**src/rtl/usbtx_pkg.sv**
```systemverilog
package usbtx_pkg;

  typedef enum logic [2:0] {
    PH_IDLE,
    PH_PREP,
    PH_DATA,
    PH_SE0A,
    PH_SE0B,
    PH_JEND
  } phase_t;

  localparam logic [7:0] SYNC_PATTERN = 8'h80;
  localparam int         STUFF_LIMIT  = 6;
  localparam int         MIN_LEN      = 2;
  localparam int         MAX_LEN      = 12;
  localparam int         BITS_PER_BYTE = 8;

endpackage

```
**src/rtl/usbtx_bit_timer.sv**
```systemverilog
module usbtx_bit_timer #(
  parameter int CLKS_PER_BIT = 8
) (
  input  logic clk,
  input  logic rst_n,
  input  logic run,
  output logic tick
);

  localparam int CW = (CLKS_PER_BIT > 1) ? $clog2(CLKS_PER_BIT) : 1;
  localparam logic [CW-1:0] LAST = CW'(CLKS_PER_BIT - 1);

  logic [CW-1:0] cnt_q, cnt_d;

  always_comb begin
    tick  = run && (cnt_q == LAST);
    cnt_d = cnt_q;
    if (!run)      cnt_d = '0;
    else if (tick) cnt_d = '0;
    else           cnt_d = cnt_q + 1'b1;
  end

  always_ff @(posedge clk or negedge rst_n) begin
    if (!rst_n) cnt_q <= '0;
    else        cnt_q <= cnt_d;
  end

  generate
    if (CLKS_PER_BIT > 1) begin : g_spacing

      tick_spacing_chk: assert property (@(posedge clk) disable iff (!rst_n)
        tick |=> !tick);
    end
  endgenerate

endmodule

```
**src/rtl/usbtx_bit_source.sv**
```systemverilog
module usbtx_bit_source
  import usbtx_pkg::*;
#(
  parameter int LEN_W = 4
) (
  input  logic             clk,
  input  logic             rst_n,
  input  logic             load,
  input  logic [LEN_W-1:0] n_bytes,
  input  logic             advance,
  input  logic [7:0]       byte_in,
  output logic             need_toggle,
  output logic             bits_done,
  output logic             byte_next
);

  localparam int RUN_W = $clog2(STUFF_LIMIT + 1);
  localparam int BIT_W = $clog2(BITS_PER_BYTE + 1);
  localparam logic [RUN_W-1:0] RUN_CAP  = RUN_W'(STUFF_LIMIT);
  localparam logic [BIT_W-1:0] BIT_FULL = BIT_W'(BITS_PER_BYTE);

  logic [7:0]       shift_q, shift_d;
  logic [BIT_W-1:0] bits_q, bits_d;
  logic [LEN_W-1:0] left_q, left_d;
  logic [RUN_W-1:0] run_q, run_d;
  logic             stuff_now;

  always_comb begin
    stuff_now   = (run_q == RUN_CAP);
    need_toggle = stuff_now || !shift_q[0];
    bits_done   = !stuff_now && (bits_q == '0);

    shift_d   = shift_q;
    bits_d    = bits_q;
    left_d    = left_q;
    run_d     = run_q;
    byte_next = 1'b0;

    if (load) begin
      shift_d = SYNC_PATTERN;
      bits_d  = BIT_FULL;
      left_d  = n_bytes - 1'b1;
      run_d   = '0;
    end else if (advance) begin
      if (stuff_now) begin
        run_d = '0;
      end else if (bits_q != '0) begin
        run_d = shift_q[0] ? run_q + 1'b1 : '0;
        if ((bits_q == BIT_W'(1)) && (left_q != '0)) begin
          shift_d   = byte_in;
          bits_d    = BIT_FULL;
          left_d    = left_q - 1'b1;
          byte_next = 1'b1;
        end else begin
          shift_d = {1'b0, shift_q[7:1]};
          bits_d  = bits_q - 1'b1;
        end
      end
    end
  end

  always_ff @(posedge clk or negedge rst_n) begin
    if (!rst_n) begin
      shift_q <= '0;
      bits_q  <= '0;
      left_q  <= '0;
      run_q   <= '0;
    end else if (load || advance) begin
      shift_q <= shift_d;
      bits_q  <= bits_d;
      left_q  <= left_d;
      run_q   <= run_d;
    end
  end


  run_cap_chk: assert property (@(posedge clk) disable iff (!rst_n)
    run_q <= RUN_CAP);


  fetch_gap_chk: assert property (@(posedge clk) disable iff (!rst_n)
    byte_next |=> !byte_next);

endmodule

```
**src/rtl/usbtx_line_ctrl.sv**
```systemverilog
module usbtx_line_ctrl
  import usbtx_pkg::*;
#(
  parameter int LEN_W = 4
) (
  input  logic             clk,
  input  logic             rst_n,
  input  logic             start,
  input  logic [LEN_W-1:0] len_raw,
  input  logic             addr_pending,
  input  logic             tick,
  input  logic             need_toggle,
  input  logic             bits_done,
  output logic             load,
  output logic             advance,
  output logic             timer_run,
  output logic [LEN_W-1:0] n_bytes,
  output logic             busy,
  output logic             dp,
  output logic             dm,
  output logic             oe,
  output logic             done,
  output logic             addr_commit
);

  localparam logic [LEN_W-1:0] LEN_LO = LEN_W'(MIN_LEN);
  localparam logic [LEN_W-1:0] LEN_HI = LEN_W'(MAX_LEN);

  phase_t phase_q, phase_d;
  logic   lvl_q, lvl_d;          // 1 = K, 0 = J
  logic   data_q, data_d;
  logic   dp_q, dp_d, dm_q, dm_d, oe_q, oe_d;
  logic   done_q, done_d, commit_q, commit_d;

  always_comb begin
    if (len_raw < LEN_LO)      n_bytes = LEN_LO;
    else if (len_raw > LEN_HI) n_bytes = LEN_HI;
    else                       n_bytes = len_raw;

    load      = (phase_q == PH_IDLE) && start;
    advance   = (phase_q == PH_PREP) ||
                ((phase_q == PH_DATA) && tick && !bits_done);
    timer_run = (phase_q != PH_IDLE) && (phase_q != PH_PREP);
    busy      = (phase_q != PH_IDLE);

    phase_d = phase_q;
    unique case (phase_q)
      PH_IDLE: if (start) phase_d = PH_PREP;
      PH_PREP: phase_d = PH_DATA;
      PH_DATA: if (tick && bits_done) phase_d = PH_SE0A;
      PH_SE0A: if (tick) phase_d = PH_SE0B;
      PH_SE0B: if (tick) phase_d = PH_JEND;
      PH_JEND: if (tick) phase_d = PH_IDLE;
      default: phase_d = PH_IDLE;
    endcase

    lvl_d = lvl_q;
    if (load)         lvl_d = 1'b0;
    else if (advance) lvl_d = lvl_q ^ need_toggle;

    data_d = data_q;
    if (load) data_d = (n_bytes > LEN_LO);

    dp_d = 1'b0;
    dm_d = 1'b0;
    oe_d = 1'b0;
    unique case (phase_d)
      PH_IDLE: begin dp_d = 1'b0;  dm_d = 1'b0;   oe_d = 1'b0; end
      PH_PREP: begin dp_d = 1'b0;  dm_d = 1'b1;   oe_d = 1'b0; end
      PH_DATA: begin dp_d = lvl_d; dm_d = !lvl_d; oe_d = 1'b1; end
      PH_SE0A,
      PH_SE0B: begin dp_d = 1'b0;  dm_d = 1'b0;   oe_d = 1'b1; end
      PH_JEND: begin dp_d = 1'b0;  dm_d = 1'b1;   oe_d = 1'b1; end
      default: begin dp_d = 1'b0;  dm_d = 1'b0;   oe_d = 1'b0; end
    endcase

    done_d   = (phase_q == PH_JEND) && tick;
    commit_d = done_d && data_q && addr_pending;
  end

  always_ff @(posedge clk or negedge rst_n) begin
    if (!rst_n) begin
      phase_q  <= PH_IDLE;
      lvl_q    <= 1'b0;
      data_q   <= 1'b0;
      dp_q     <= 1'b0;
      dm_q     <= 1'b0;
      oe_q     <= 1'b0;
      done_q   <= 1'b0;
      commit_q <= 1'b0;
    end else begin
      phase_q  <= phase_d;
      lvl_q    <= lvl_d;
      if (load) data_q <= data_d;
      dp_q     <= dp_d;
      dm_q     <= dm_d;
      oe_q     <= oe_d;
      done_q   <= done_d;
      commit_q <= commit_d;
    end
  end

  assign dp          = dp_q;
  assign dm          = dm_q;
  assign oe          = oe_q;
  assign done        = done_q;
  assign addr_commit = commit_q;


  no_both_high_chk: assert property (@(posedge clk) disable iff (!rst_n)
    oe_q |-> !(dp_q && dm_q));


  acquire_j_chk: assert property (@(posedge clk) disable iff (!rst_n)
    $rose(oe_q) |-> ($past(dm_q) && !$past(dp_q)));


  done_release_chk: assert property (@(posedge clk) disable iff (!rst_n)
    done_q |-> (!oe_q && (phase_q == PH_IDLE)));


  release_after_j_chk: assert property (@(posedge clk) disable iff (!rst_n)
    $fell(oe_q) |-> ($past(dm_q) && !$past(dp_q)));


  commit_with_done_chk: assert property (@(posedge clk) disable iff (!rst_n)
    commit_q |-> done_q);

endmodule

```
**src/rtl/usb_ls_tx.sv**
```systemverilog
module usb_ls_tx #(
  parameter int CLKS_PER_BIT = 8,
  parameter int LEN_W        = 4
) (
  input  logic             clk,
  input  logic             rst_n,
  input  logic             start,
  input  logic [LEN_W-1:0] pkt_len,
  input  logic [7:0]       byte_in,
  input  logic             addr_pending,
  output logic             byte_next,
  output logic             busy,
  output logic             done,
  output logic             addr_commit,
  output logic             dp,
  output logic             dm,
  output logic             oe
);

  logic [1:0]       rst_pipe_q;
  logic             rst_core_n;
  logic             tick, load, advance, timer_run;
  logic             need_toggle, bits_done;
  logic [LEN_W-1:0] n_bytes;

  always_ff @(posedge clk or negedge rst_n) begin
    if (!rst_n) rst_pipe_q <= 2'b00;
    else        rst_pipe_q <= {rst_pipe_q[0], 1'b1};
  end
  assign rst_core_n = rst_pipe_q[1];

  usbtx_bit_timer #(.CLKS_PER_BIT(CLKS_PER_BIT)) u_timer (
    .clk   (clk),
    .rst_n (rst_core_n),
    .run   (timer_run),
    .tick  (tick)
  );

  usbtx_bit_source #(.LEN_W(LEN_W)) u_source (
    .clk         (clk),
    .rst_n       (rst_core_n),
    .load        (load),
    .n_bytes     (n_bytes),
    .advance     (advance),
    .byte_in     (byte_in),
    .need_toggle (need_toggle),
    .bits_done   (bits_done),
    .byte_next   (byte_next)
  );

  usbtx_line_ctrl #(.LEN_W(LEN_W)) u_line (
    .clk          (clk),
    .rst_n        (rst_core_n),
    .start        (start),
    .len_raw      (pkt_len),
    .addr_pending (addr_pending),
    .tick         (tick),
    .need_toggle  (need_toggle),
    .bits_done    (bits_done),
    .load         (load),
    .advance      (advance),
    .timer_run    (timer_run),
    .n_bytes      (n_bytes),
    .busy         (busy),
    .dp           (dp),
    .dm           (dm),
    .oe           (oe),
    .done         (done),
    .addr_commit  (addr_commit)
  );

endmodule

```
**config.mk**
```make
export PLATFORM = sky130hd
export DESIGN_NAME = usb_ls_tx
export DESIGN_NICKNAME = d
export VERILOG_FILES = /design/src/rtl/usbtx_pkg.sv /design/src/rtl/usbtx_bit_timer.sv /design/src/rtl/usbtx_bit_source.sv /design/src/rtl/usbtx_line_ctrl.sv /design/src/rtl/usb_ls_tx.sv
export SDC_FILE = /design/constraint.sdc
export NUM_CORES = 1
export LEC_CHECK = 0
export BUFFER_PORTS_ARGS = -buffer_cell sky130_fd_sc_hd__buf_2
export CAP_MARGIN = 20
export CORE_MARGIN = 2
export CORE_UTILIZATION = 35
export CTS_BUF_LIST = sky130_fd_sc_hd__clkbuf_8
export CTS_CLUSTER_SIZE = 8
export DETAILED_ROUTE_END_ITERATION = 10
export GPL_TIMING_DRIVEN = 0
export HOLD_SLACK_MARGIN = 0.05
export PLACE_DENSITY_LB_ADDON = 0.2
export SKIP_CTS_REPAIR_TIMING = 1
export SKIP_LAST_GASP = 1
export SLEW_MARGIN = 20
export SYNTH_ARGS = -nofsm -noshare
export SYNTH_HDL_FRONTEND = slang
export SYNTH_HIERARCHICAL = 1
export SYNTH_SLANG_ARGS = --single-unit
```
**constraint.sdc**
```tcl
create_clock -name clk -period 2.7 [get_ports clk]
set_input_delay 0.135 -clock clk [delete_from_list [all_inputs] [get_ports clk]]
set_output_delay 0.135 -clock clk [all_outputs]
set_load 0.03 [all_outputs]
```
Word-level counts from Yosys, hierarchy flattened
Index checks and enable logic that the tools add are counted.
Cells by class
  add/sub/neg operators: 5
  magnitude comparators: 3
  eq/ne operators: 15
  mux-type cells: 40
  bitwise logic cells: 1
  reduce and logical (&&, ||, !) cells: 32
Operators by type and width (number)
  two-way mux 4 bit: 12
  two-way mux 8 bit: 5
  two-way mux 3 bit: 12
  equality test 3 bit, second input constant: 6
  case mux 3 bit (6 select lines): 1
  equality test 3 x 2 -> 1 bit, second input constant: 4
  subtractor 4 x 1 -> 4 bit, second input constant: 3
  logical AND 1 bit: 11
  two-way mux 1 bit: 9
  nonzero test 4 bit: 2
  adder 3 x 1 -> 3 bit, second input constant: 2
  equality test 3 x 1 -> 1 bit, second input constant: 2
  nonzero test 2 bit: 3
  nonzero test 3 bit: 2
  AND reduction 5 bit: 1
  equality test 4 x 1 -> 1 bit, second input constant: 1
  greater-than comparator 4 x 2 -> 1 bit, second input constant: 1
  greater-than comparator 4 bit, second input constant: 1
  zero test 1 bit: 4
  zero test 4 bit: 1
  < comparator 4 x 2 -> 1 bit, second input constant: 1
  AND reduction 4 bit: 1
  OR reduction 4 bit: 1
  zero test 3 bit: 1
  7 further kinds: 9
Storage, ports and cells
  flip-flop bits (word level): 34
  input bits: 16
  output and inout port bits: 7
  word-level logic and storage cells: 110

Depth between registers and ports, before layout
  depth in word-level cells: 10
  gate-level depth with buffers: 11
  gate-level depth less buffers: 10

By module
Netlist, hierarchy kept.
By module, submodules not included
  usbtx_bit_source: instances 1, cells an instance 126, area each 1167.4 sq um, sequential area each 475.5 sq um
  usbtx_line_ctrl: instances 1, cells an instance 60, area each 569.3 sq um, sequential area each 250.2 sq um
  usbtx_bit_timer: instances 1, cells an instance 9, area each 135.1 sq um, sequential area each 75.1 sq um
  usb_ls_tx: instances 1, cells an instance 3, area each 53.8 sq um, sequential area each 50.0 sq um

Worst setup path after synthesis
OpenSTA, ideal clock, no wires.
  path kind: register to output
  from: register u_source.bits_q[0]
  to: output byte_next
  arrival: 2293 ps
  data required time: 2565 ps
  setup slack: 272 ps
  stages on the path, launching flop included: 10
  path buffers: 0
  cells stage by stage: dfrtp_1 > inv_1 > ha_1 > or3b_1 > nor2_1 > and4bb_1 > nor2_1 > nor2_1 > nand3_1 > nor3_1
On the way
  longest elaborated chain between the ends: 7
  elaborated cells on any way between the ends: 13
  those cells by class: eq/ne: 1; mux: 5; reduce/logical: 7
RTL lines
  start, declared: RTL line usbtx_bit_source.sv:23  | logic [BIT_W-1:0] bits_q, bits_d;
  start signal, assigned: RTL line usbtx_bit_source.sv:70  | bits_q <= bits_d;
  zero test 4 bit: RTL line usbtx_bit_source.sv:31  | bits_done = !stuff_now && (bits_q == '0);
  logical AND 1 bit: RTL line usbtx_bit_source.sv:31
  net bits_done: RTL line usb_ls_tx.sv:23  | logic need_toggle, bits_done;
  zero test 1 bit: RTL line usbtx_line_ctrl.sv:42  | ((phase_q == PH_DATA) && tick && !bits_done);
  logical AND 1 bit: RTL line usbtx_line_ctrl.sv:42
  logical OR 1 bit: RTL line usbtx_line_ctrl.sv:41  | advance = (phase_q == PH_PREP) ||
  net advance: RTL line usb_ls_tx.sv:22  | logic tick, load, advance, timer_run;
  two-way mux 1 bit: RTL line usbtx_bit_source.sv:44  | end else if (advance) begin
  two-way mux 1 bit: RTL line usbtx_bit_source.sv:39  | if (load) begin
  end, declared: RTL line usb_ls_tx.sv:11  | output logic byte_next,
The timed path passes the listed nets, and every way through them passes these cells.

Worst setup path after layout
Same ends and word-level chain as after synthesis.

==> metrics.md <==
| Metric | Value |
|---|---|
| Worst slew pin tran | 0.718 ns |
| Sequential fraction of the synthesis area | 44.2% |
| Vias per cell | 4.81 |
| Main combinational cell family by area after synthesis | simple AND/OR/NAND/NOR gates |
| Setup crit end kind | primary output |
| Max Clock Freq | 404 MHz |
| Post-synth EDFFs | 0 |
| Synth top area share | 44.2% |
| Routed wire per std cell | 12.4 um |
| Number of max-cap violations | 0 |
| Antenna violations before repair | 0 |
| Clock skew | 0.00704 ns |
| LEAKAGE | 1.06 nW |
| Initial core utilization | 35.6% |
| Sw power | 0.000839 W |
| Crit-path cells | inv_1 -> ha_1 -> or3b_4 -> nor2_2 -> and4bb_1 -> nor2_1 -> nor2_4 -> nand3_4 -> nor3_2 -> buf_4 |
| Filler cell count | 573 |
| Synth Area in Adders | 5.07% |
| I/O pin cnt | 23 |
| Area Growth Syn to Fin | 18.8% |
| Via Count | 1,442 |
| Pwr dens | 999 mW/mm2 |
| DR DRC count | 0 |
| P_int | 0.00145 W |
| Sequential share of power | 37.2% |
| Initial DRC count | 56 |
| Area of the core | 0.00541 mm2 |
| CP Launch Type | flop |
| Post-synthesis mux area share | 3.18% |
| Fin crit share | 91.7% |
| Top cells by count, synth | dfrtp_1 (34), nor2_1 (24), nand2_1 (22), inv_1 (11), a21oi_1 (10) |
| Max-slew violations | 0 |
| DRT Pass-1 Iters | 6 |
| Final Critical Period | 2.48 ns |
| Critical path buffers and inverters | 2 |
| Kind of critical path | reg2out |
| Mapped Cells | 198 |
| Root buf cell | clkbuf_8 |
| Final worst setup slack | 0.223 ns |
| Rows | 27 |
| Netlist cell types | 53 |
| Diodes inserted | 0 |
| Htree depth | 2 |
| WHS Path Cells | 2 |
| Total power | 0.00229 W |
| Sw frac | 36.7% |
| Main synth FF type | dfrtp_1 |
| Syn_nets | 221 |
| TritonCTS clock tree | done |
| Post-Synth XOR/XNOR Area | 1.82% |
| Congestion Overflow GR | 0 |
| Status | finished clean |
| Post-Syn Area | 0.00193 mm2 |
| Post-route ant nets | 0 |
| Hpwl dp | 2580 um |
| Skew-Pair Late Insertion Delay | 0.29 ns |
| Complex-gate fraction of the synthesized area | 16.0% |
| CTS Buffer Depth | 2 |
| Yosys top cell by area | dfrtp_1 |
| CP arrival | 2.34 ns |
| Min-delay worst type | in2reg |
| Port Buf Inserts | 22 |
| Slew headroom | 52.1% |
| Endpoints failing setup | 0 |
| First-pass GRT wire length | 6670 um |
| Maximum VDD drop | 0.480 mV |
| Synthesized area per cell | 9.73 um2 |
| Synth Area in Simple Gates | 23.4% |
| Final Hold Fails | 0 |
| CP peak stage delay | 0.43 ns |
| Die X | 78.2 um |
| RSZ-0062 raised after global routing | no |
| CP required | 2.57 ns |
| Final #Nets | 250 |
| Vias in the first global route | 1,421 |
| Count leader, synth | dfrtp_1 |
| Worst path depth | 10 |
| Pin count of the biggest net entering global routing | 33 |
| CTS clk-pin slew, worst paths | 0.07 ns |
| Clock Power Share | 21.2% |
| Die Ht | 78.2 um |
| GRT Util Overall | 13.8% |
| CTS Buf Count | 5 |
| Post-place setup slack | 0.0709 ns |
| Number of warnings issued by yosys | 6 |
| Die area | 0.00611 mm2 |
| Gpl congestion | 0.768 |
| WHS | 0.0825 ns |
| Family with the most delay on the worst path | simple AND/OR/NAND/NOR gates |
| Comb power frac | 41.6% |
| Clk sinks | 34 |
| Top area cells in the synthesized netlist | dfrtp_1 (44%), nor2_1 (4.7%), ha_1 (4.5%), nand2_1 (4.3%), a311oi_1 (3.2%) |
| WL final | 3730 um |
| Async SR Flop Fraction | 100% |
| Register bit total from synthesis | 34 |
| Share of cells above drive strength 1 | 24.6% |
| Cells on worst reg2reg path | 11 |
| Worst-path fanout max | 6 |
| Slowest library cell on the worst path | dfrtp_1 |
area by class of cell:
type	count	area [um2]	area share [%]
multi-input combinational	142	992	43.4
clock inverter	2	33.8	1.48
clock buffer	6	82.6	3.61
timing repair buffer	23	123	5.36
sequential	34	852	37.2
inverter	11	41.3	1.80
tap	72	90.1	3.94
buffer	10	73.8	3.23
metal layers:
metal | vias up | share of wire (%) | GRT usage [%]
met3 | 4 | 3.0 | 3.10
met4 | 0 | 1.2 | 4.74
met2 | 21 | 45 | 21.4
met1 | 670 | 51 | 19.2
met5 | - | 0 | 0
li1 | 747 | - | -
power by group through the flow:
stage,Sequential [W],Clock (W),Combinational [W]
final,0.000849,0.000485,0.000951
after global routing,0.000886,0.000519,0.00110
after CTS,0.000850,0.000501,0.000929
after detailed placement,0.000859,0,0.000925
after global placement,0.000856,0,0.000916
after floorplan,0.000854,0,0.000728
final timing paths:
| check | to | slack (ns) | start |
|---|---|---|---|
| max | byte_next | 0.22 | u_source/bits_q[0] |
| min | u_source/shift_q[7] | 0.08 | byte_in[7] |
| max reg2reg | u_source/left_q[1] | 0.23 | u_source/bits_q[0] |
| min reg2reg | u_timer/cnt_q[0] | 0.33 | rst_pipe_q[1] |
| max in group asynchronous | u_source/shift_q[3] | 1.91 | rst_pipe_q[1] |
| min in group asynchronous | rst_pipe_q[1] | 0.15 | rst_n |
through the flow:
stage | area, um2 | util (%) | TNS, ns | cells
2_1_floorplan | 1930 | - | 0 | 198
3_3_place_gp | 2130 | 39.3 | 0 | 292
3_5_place_dp | 2130 | 39.4 | 0 | 292
4_1_cts | 2240 | 41.5 | -0.116 | 300
5_1_grt | 2290 | 42.3 | 0 | 300
6_report | 2290 | 42.3 | 0 | 300
state kept, by name, indices dropped and copies added (netlist names), 2 cells and up:
name and flops:
rst_pipe_q 2, u_line/phase_q 3, u_source/bits_q 4, u_source/left_q 4
u_source/run_q 3, u_source/shift_q 8, u_timer/cnt_q 3
kinds of logic after synthesis:
family / Yosys count
and+or+nand+nor: 82
xor gates and xnor gates: 4
buffers and inverters: 22
DFF: 34
other: 1
muxes: 6
AOI/OAI and AO/OA: 41
adders and majority gates: 8
cells in the final DEF (no fill, tap or decap), drive strengths merged, types with 2 or more instances in the layout:
cell type	count
a21oi	11
o211ai	2
nor3b	3
xnor2	2
nand2	22
and3	4
clkbuf	10
o31a	3
ha	7
nor2b	2
nor2	25
a211oi	2
inv	12
or3	3
nand2b	2
nand3	3
and2	3
and3b	2
mux2i	5
a311oi	7
xor2	2
nor3	5
o21ai	6
or4	2
a21o	2
buf	28
dfrtp	34
Power figures use the tool's default switching activity.
